## src/rtl/mac_pkg.sv

```systemverilog
package mac_pkg;
  typedef enum logic [1:0] {
    OP_ADD     = 2'd0,
    OP_M_MIN_Z = 2'd1,
    OP_NOT_SUM = 2'd2,
    OP_Z_MIN_M = 2'd3
  } alu_op_e;

  typedef enum logic [1:0] {
    Z_ZERO = 2'd0,
    Z_CASC = 2'd1,
    Z_FB   = 2'd2,
    Z_EXT  = 2'd3
  } zsel_e;

  typedef struct packed {
    logic    pre_sub;
    zsel_e   zsel;
    alu_op_e op;
  } mode_t;
endpackage

```

## src/rtl/mac_operand_stage.sv

```systemverilog
module mac_operand_stage
  import mac_pkg::*;
#(
  parameter int unsigned USE_PREADD = 1,
  parameter int unsigned A_W = 25,
  parameter int unsigned B_W = 18,
  parameter int unsigned P_W = 48
) (
  input  logic                  clk_i,
  input  logic                  rst_ni,
  input  logic                  ce1_i,
  input  logic                  ce2_i,
  input  logic signed [A_W-1:0] a_i,
  input  logic signed [B_W-1:0] b_i,
  input  logic signed [P_W-1:0] c_i,
  input  logic signed [A_W-1:0] d_i,
  input  mode_t                 mode_i,
  output logic signed [A_W:0]   ad_o,
  output logic signed [B_W-1:0] b_o,
  output logic signed [P_W-1:0] c_o,
  output mode_t                 mode_o
);
  logic signed [A_W-1:0] a_q;
  logic signed [B_W-1:0] b_q;
  logic signed [P_W-1:0] c_q;
  mode_t                 mode_q;

  always_ff @(posedge clk_i or negedge rst_ni) begin
    if (!rst_ni) begin
      a_q    <= '0;
      b_q    <= '0;
      c_q    <= '0;
      mode_q <= '0;
    end else if (ce1_i) begin
      a_q    <= a_i;
      b_q    <= b_i;
      c_q    <= c_i;
      mode_q <= mode_i;
    end
  end

  generate
    if (USE_PREADD != 0) begin : g_preadd
      logic signed [A_W-1:0] d_q;
      logic signed [A_W:0]   ad_q;
      logic signed [B_W-1:0] b2_q;
      logic signed [P_W-1:0] c2_q;
      mode_t                 mode2_q;
      logic signed [A_W:0]   a_x, d_x;

      assign a_x = {a_q[A_W-1], a_q};
      assign d_x = {d_q[A_W-1], d_q};

      always_ff @(posedge clk_i or negedge rst_ni) begin
        if (!rst_ni) d_q <= '0;
        else if (ce1_i) d_q <= d_i;
      end

      always_ff @(posedge clk_i or negedge rst_ni) begin
        if (!rst_ni) begin
          ad_q    <= '0;
          b2_q    <= '0;
          c2_q    <= '0;
          mode2_q <= '0;
        end else if (ce2_i) begin
          ad_q    <= mode_q.pre_sub ? a_x - d_x : a_x + d_x;
          b2_q    <= b_q;
          c2_q    <= c_q;
          mode2_q <= mode_q;
        end
      end

      assign ad_o   = ad_q;
      assign b_o    = b2_q;
      assign c_o    = c2_q;
      assign mode_o = mode2_q;
    end else begin : g_direct
      logic unused_ok;
      assign unused_ok = ^{d_i, ce2_i};
      assign ad_o   = {a_q[A_W-1], a_q};
      assign b_o    = b_q;
      assign c_o    = c_q;
      assign mode_o = mode_q;
    end
  endgenerate
endmodule

```

## src/rtl/mac_mult_stage.sv

```systemverilog
module mac_mult_stage
  import mac_pkg::*;
#(
  parameter int unsigned A_W = 25,
  parameter int unsigned B_W = 18,
  parameter int unsigned P_W = 48
) (
  input  logic                  clk_i,
  input  logic                  rst_ni,
  input  logic                  cem_i,
  input  logic signed [A_W:0]   ad_i,
  input  logic signed [B_W-1:0] b_i,
  input  logic signed [P_W-1:0] c_i,
  input  mode_t                 mode_i,
  output logic signed [P_W-1:0] m_o,
  output logic signed [P_W-1:0] c_o,
  output mode_t                 mode_o
);
  localparam int unsigned M_W = A_W + 1 + B_W;

  logic signed [M_W-1:0] prod;
  assign prod = b_i * ad_i;

  always_ff @(posedge clk_i or negedge rst_ni) begin
    if (!rst_ni) begin
      m_o    <= '0;
      c_o    <= '0;
      mode_o <= '0;
    end else if (cem_i) begin
      m_o    <= {{(P_W-M_W){prod[M_W-1]}}, prod};
      c_o    <= c_i;
      mode_o <= mode_i;
    end
  end
endmodule

```

## src/rtl/mac_alu_stage.sv

```systemverilog
module mac_alu_stage
  import mac_pkg::*;
#(
  parameter int unsigned P_W = 48
) (
  input  logic           clk_i,
  input  logic           rst_ni,
  input  logic           cep_i,
  input  logic [P_W-1:0] m_i,
  input  logic [P_W-1:0] c_i,
  input  logic [P_W-1:0] pcin_i,
  input  mode_t          mode_i,
  output logic [P_W-1:0] p_o
);
  logic [P_W-1:0] z, sum, res;

  always_comb begin
    unique case (mode_i.zsel)
      Z_ZERO:  z = '0;
      Z_CASC:  z = pcin_i;
      Z_FB:    z = p_o;
      default: z = c_i;
    endcase
  end

  assign sum = z + m_i;

  always_comb begin
    unique case (mode_i.op)
      OP_ADD:     res = sum;
      OP_M_MIN_Z: res = m_i - z;
      OP_NOT_SUM: res = ~sum;
      default:    res = z - m_i;
    endcase
  end

  always_ff @(posedge clk_i or negedge rst_ni) begin
    if (!rst_ni) p_o <= '0;
    else if (cep_i) p_o <= res;
  end
endmodule

```

## src/rtl/pre_add_mac.sv

```systemverilog
module pre_add_mac
  import mac_pkg::*;
#(
  parameter int unsigned USE_PREADD = 1,
  parameter int unsigned S = 0,
  parameter int unsigned A_W = 25,
  parameter int unsigned B_W = 18,
  parameter int unsigned P_W = 48
) (
  input  logic                  clk_i,
  input  logic                  rst_ni,
  input  logic                  ce1_i,
  input  logic                  ce2_i,
  input  logic                  cem_i,
  input  logic                  cep_i,
  input  logic signed [A_W-1:0] a_i,
  input  logic signed [B_W-1:0] b_i,
  input  logic signed [P_W-1:0] c_i,
  input  logic signed [A_W-1:0] d_i,
  input  logic [4:0]            mode_i,
  input  logic signed [P_W-1:0] pcin_i,
  output logic signed [P_W-1:0] pcout_o,
  output logic signed [P_W-1-S:0] p_o
);
  mode_t                 mode_in, mode_op, mode_m;
  logic signed [A_W:0]   ad_op;
  logic signed [B_W-1:0] b_op;
  logic signed [P_W-1:0] c_op, c_m, m_q;
  logic [P_W-1:0]        p_q;

  assign mode_in = mode_t'(mode_i);

  mac_operand_stage #(.USE_PREADD(USE_PREADD), .A_W(A_W), .B_W(B_W), .P_W(P_W)) i_operand (
    .clk_i, .rst_ni, .ce1_i, .ce2_i, .a_i, .b_i, .c_i, .d_i,
    .mode_i(mode_in), .ad_o(ad_op), .b_o(b_op), .c_o(c_op), .mode_o(mode_op)
  );

  mac_mult_stage #(.A_W(A_W), .B_W(B_W), .P_W(P_W)) i_mult (
    .clk_i, .rst_ni, .cem_i, .ad_i(ad_op), .b_i(b_op), .c_i(c_op),
    .mode_i(mode_op), .m_o(m_q), .c_o(c_m), .mode_o(mode_m)
  );

  mac_alu_stage #(.P_W(P_W)) i_alu (
    .clk_i, .rst_ni, .cep_i, .m_i(m_q), .c_i(c_m), .pcin_i,
    .mode_i(mode_m), .p_o(p_q)
  );

  assign pcout_o = p_q;
  assign p_o     = p_q[P_W-1:S];
endmodule

```

## config.mk

```make
export PLATFORM = sky130hd
export DESIGN_NAME = pre_add_mac
export DESIGN_NICKNAME = d
export VERILOG_FILES = /design/src/rtl/mac_pkg.sv /design/src/rtl/mac_operand_stage.sv /design/src/rtl/mac_mult_stage.sv /design/src/rtl/mac_alu_stage.sv /design/src/rtl/pre_add_mac.sv
export SDC_FILE = /design/constraint.sdc
export NUM_CORES = 2
export LEC_CHECK = 0
export ABC_AREA = 1
export BUFFER_PORTS_ARGS = -buffer_cell sky130_fd_sc_hd__buf_4
export CORE_ASPECT_RATIO = 0.9
export CORE_MARGIN = 2
export CORE_UTILIZATION = 55
export DETAILED_ROUTE_END_ITERATION = 8
export GPL_TIMING_DRIVEN = 0
export HOLD_SLACK_MARGIN = 0.06
export PLACE_DENSITY = 0.7
export SLEW_MARGIN = 10
export SYNTH_ARGS = -nofsm -noshare
export SYNTH_HDL_FRONTEND = slang
export SYNTH_SLANG_ARGS = --single-unit
```

## constraint.sdc

```tcl
create_clock -name clk_i -period 11.23 [get_ports clk_i]
set_clock_uncertainty 0.05 [all_clocks]
set_input_delay 1.123 -clock clk_i [delete_from_list [all_inputs] [get_ports clk_i]]
set_output_delay 1.123 -clock clk_i [all_outputs]
set_load 0.01 [all_outputs]
```

======== After elaboration in Yosys (flattened, before gate mapping) ========
Cells that the tools add are included.
storage, ports and cells
  output and inout bits ................... 96
  logic and storage cells ................. 33
  input bits .............................. 175
  register bits ........................... 361
operators by class
  muxes and demuxes ....................... 3
  add/subtract/negate cells ............... 5
  multiply operators ...................... 1
  equality and inequality tests ........... 4
  bitwise operators ....................... 1
  reductions and logical operators ........ 2
operators by type and width
  operator                                       count
  one-hot mux 48 bit (3 select lines)            2
  subtractor 48 bit                              2
  adder 48 bit                                   1
  NOT 48 bit                                     1
  multiplier 18 x 26 -> 44 bit                   1
  adder 25 x 25 -> 26 bit                        1
  2-to-1 mux 26 bit                              1
  subtractor 25 x 25 -> 26 bit                   1
  == test 2 x 1 -> 1 bit, second input constant  2
  == test 2 bit, second input constant           2
  zero test 2 bit                                2

======== Longest topological paths before layout ========
  depth in word-level cells ............... 5
  gate-level depth with buffers ........... 30
  mapped depth without buffers ............ 28

======== Hierarchy ========
A second synthesis with hierarchy kept.
unflattened totals
  cell total of the unflattened synthesis .. 7,218
  area total of the unflattened synthesis .. 47,958.5 um^2
by module, submodules not included
  module             sequential area each (um^2)  area an instance (um^2)  instances  cells an instance
  mac_mult_stage     2,427.3                      21,732.1                 1          2,864
  mac_alu_stage      1,201.2                      15,587.4                 1          3,114
  mac_operand_stage  5,455.2                      10,278.6                 1          1,192
  pre_add_mac        0.0                          360.3                    1          48

======== Worst setup path before layout ========
No wires, ideal clock.
  kind .................................... reg2reg
  start point ............................. register i_operand.g_preadd.ad_q[25] (netlist: i_operand.ad_o[25])
  end point ............................... register i_mult.m_o[41]
  library setup time ...................... 0.130 ns
  data arrival time ....................... 5.817 ns
  period minus slack after synthesis ...... 5.997 ns
  stages on the path, launching flop included .. 23
  setup slack ............................. 5.233 ns
  buffers on the path ..................... 2
  required time ........................... 11.050 ns
  cell sequence ........................... dfrtp_1 clkbuf_1 buf_1 nand2_1 fa_1 inv_1 fa_1 inv_1 fa_1 inv_1 fa_1 fa_1 fa_1 ha_1 nand2_1 nor2_1 inv_1 nor4_1 o21ai_0 nand3_1 nand2_1 nand3_1 o21ai_0
between the ends
  cells in the longest elaborated chain, start to end .. 1
ends and longest elaborated chain
  item                          line                     source
  start, declared               mac_operand_stage.sv:45  logic signed [A_W:0] ad_q;
  start signal, assigned        mac_operand_stage.sv:66  ad_q <= mode_q.pre_sub ? a_x - d_x : a_x + d_x;
  multiplier 18 x 26 -> 44 bit  mac_mult_stage.sv:22     assign prod = b_i * ad_i;
  end signal, assigned          mac_mult_stage.sv:30     m_o <= {{(P_W-M_W){prod[M_W-1]}}, prod};
  end, declared                 mac_mult_stage.sv:15     output logic signed [P_W-1:0] m_o,
Every way passes these cells.
A chain may end at the register's enable or synchronous reset.

======== Worst setup path after layout ========
  start point ............................. register i_operand.g_preadd.b2_q[6] (netlist: i_operand.b_o[6])
  end point ............................... register i_mult.m_o[41]
between the ends
  cells in the longest elaborated chain, start to end .. 1
ends and longest elaborated chain
  item                          line                     source
  start, declared               mac_operand_stage.sv:46  logic signed [B_W-1:0] b2_q;
  start signal, assigned        mac_operand_stage.sv:67  b2_q <= b_q;
  multiplier 18 x 26 -> 44 bit  mac_mult_stage.sv:22
Every way passes these cells.

==> metrics.yaml <==
max_freq_mhz: 114
syn_avg_cell_area_sq_um: 6.84
violations: "DRC"
clock_latency_ns: 0.62
dieArea_sq_um: 89100
ctsHoldBuffers: 0
grtUsageMet3: 0.167
finalCriticalPeriod_ns: 8.75
grt.busiest_layer: "met2"
cp.arrival_ns: 9.17
drive_gt1_frac: 0.0975
ctsHtreeMaxLevel: 2
synth_area_sq_um: 47700
cp_top_family: "adder cells"
tightest_slew_ns: 1.41
crit_buf_inv: 6
synth_top_cell_area_share: 0.193
fin_ws_ns: 2.48
dp_slack_ns: 2.94
yosysTopAreaCell: "fa_1"
crit_chain: "clkbuf_1, clkbuf_1, nand2_1, fa_1, inv_1, fa_1, inv_1, fa_1, inv_1, fa_1, fa_1, fa_1, ha_1, nand2_1, nor2_1, inv_1, nor4_1, nand4_1, nand3_1, nand2_1, nand3_1, o21ai_0"
crit_start: "i_operand.b_o[6]"
worst_setup_path_end_kind: "flip-flop"
period_share: 0.779
synthToLayoutAreaGrowth_pct: 10.6
avgViaCountPerCell: 5.66
cts_num_sinks: 361
slew_viol_final: 0
ant_nets: 0
fin_setup_tns_ns: 0
use_met2: 0.642
slowest_stage: "fa_1"
wl_per_cell_microns: 23.8
fin_nets: 8210
crit_fanout: 10
dr_total_vias: 48000
synth_edf_count: 0
die_h_microns: 283
grt_pass1_wl_microns: 292000
relSlewSlack: 0.0616
rsz0062_at_grt: "no"
core-area_sq_um: 86000
yosys-top-cells-area: "fa_1 (19%), dfrtp_1 (19%), nand2_1 (16%), inv_1 (12%), ha_1 (7.3%)"
critPathRequiredTime_ns: 11.65
routed_wl_microns: 202000
ys_seq_area_frac: 0.189
ys_ff_latch: 361
drtPass1Iterations: 9
dp_hpwl_microns: 169000
maxCapViolations: 0
use_met1: 0.626
async_flop_share: 1.00
crit_cells: 22
drt_iter0_markers: 6628
place.gp.congestion: 1.10
cts_resized: 0
grt_max_degree: 101
instances_no_fill: 8478
placementRows: 102
rr_startpoint: "i_operand.b_o[6]"
status: "finished with violations"
drcViolationCount: 3
max_stage_delay_ns: 0.78
finalSetupViolations: 0
synth.most_common_cell: "nand2_1"
synth_common_cells: "nand2_1 (2062), inv_1 (1552), fa_1 (461)"
start_util: 0.555
cts.path.max_buffers: 3
holdCritPathClass: "input port to asynchronous set/reset pin"
ys.flop_type: "dfrtp_1"
synth-warning-count: 0
dp_cells: 8396
postSynthCellCount: 6981
cts_root_buffer: "clkbuf_16"
postCtsSetupBuffers: 0
crit_top_cell: "fa_1"
globalRouteTotalUtil: 0.450
grt_pass1_vias: 45600
cts.clk_slew.worst_paths_ns: 0.07
fillers: 8315
hold_violations: 0
syn_nets: 7894
die_w_microns: 314
utilization: 0.613
cts_tree: "built"
ios: 271
cp-start-kind: "flip-flop"
rr_worst_depth: 22
crit_type: "flip-flop to flip-flop"
yosysUniqueCellTypes: 55
numCtsBuffers: 43
overflow: 0
antenna_found_initial: 17
port_buffers: 267
==> worst paths after layout <==
path                                           to  slack, ns
min in group clk_i              i_operand.c_o[32]       0.43
worst min register to register  i_operand.c_o[32]       0.43
worst max register to register     i_mult.m_o[41]       2.48
max in group asynchronous        i_operand.b_q[3]       9.57
worst max-delay path               i_mult.m_o[41]       2.48
worst min-delay path                i_alu.p_o[17]       0.31
==> cell usage in the layout (no fill, tap or decap), drive strengths merged, types with 2 or more instances in the layout <==
cell,instances
nand2,2103
inv,1603
fa,461
nor2,452
buf,392
o21ai,375
dfrtp,361
nand3,355
ha,277
a21oi,276
clkbuf,240
nand4,73
xor2,70
mux2,57
nor3,36
o21bai,35
a31oi,22
or2,19
xnor2,18
a221oi,16
clkinv,12
o21a,9
o211ai,9
a21o,7
o22ai,7
nand3b,6
clkinvlp,6
diode,4
nor4,4
o31ai,4
and2,4
o221ai,4
a21boi,3
a211oi,3
bufinv,3
o22a,2
a31o,2
==> sequential cells by signal, summed over array words and instances (netlist names), 18 cells and up <==
register	flops
i_alu.p_o	48
i_mult.c_o	48
i_mult.m_o	44
i_operand.a_q	25
i_operand.ad_o	26
i_operand.b_o	18
i_operand.b_q	18
i_operand.c_o	48
i_operand.c_q	48
i_operand.g_preadd.d_q	25
==> routing by layer <==
metal | vias up | routed length [microns]
li1 | 21500 | -
met1 | 22900 | 79600
met2 | 3058 | 81600
met3 | 489 | 31800
met4 | 26 | 8280
met5 | - | 176
==> cell type report <==
type	instances	area (sq um)	area share
sequential	361	9030	0.171
antenna	4	10.0	0.000190
multi-input combinational	4713	31100	0.590
clock inverter	22	258	0.00489
inverter	1602	6010	0.114
buffer	305	1530	0.0289
tap	1144	1430	0.0271
clock buffer	56	1210	0.0230
timing repair buffer	271	2120	0.0402
==> per-stage QoR <==
stage	hold slack (ns)	instance area [sq um]
floorplan	0.392	47700
global placement	0.408	51200
detailed placement	0.415	51300
CTS	0.298	52700
global route	0.319	52700
finish	0.306	52800
==> cell families (layout without fill, tap and decap cells) <==
| family | Yosys count | after routing | synth area share |
|---|---|---|---|
| AO/OA/AOI/OAI | 776 | 776 | 0.0889 |
| XOR/XNOR | 88 | 88 | 0.0162 |
| adder cells (fa/ha/maj) | 738 | 738 | 0.266 |
| buffers and inverters | 1907 | 2256 | 0.158 |
| flip-flops | 361 | 361 | 0.189 |
| multiplexers | 57 | 57 | 0.0135 |
| other | 0 | 4 | 0 |
| AND/OR/NAND/NOR | 3054 | 3054 | 0.268 |
Power is not shown: default switching activity piles up to over one toggle a cycle in this logic, so the estimate is an artifact.
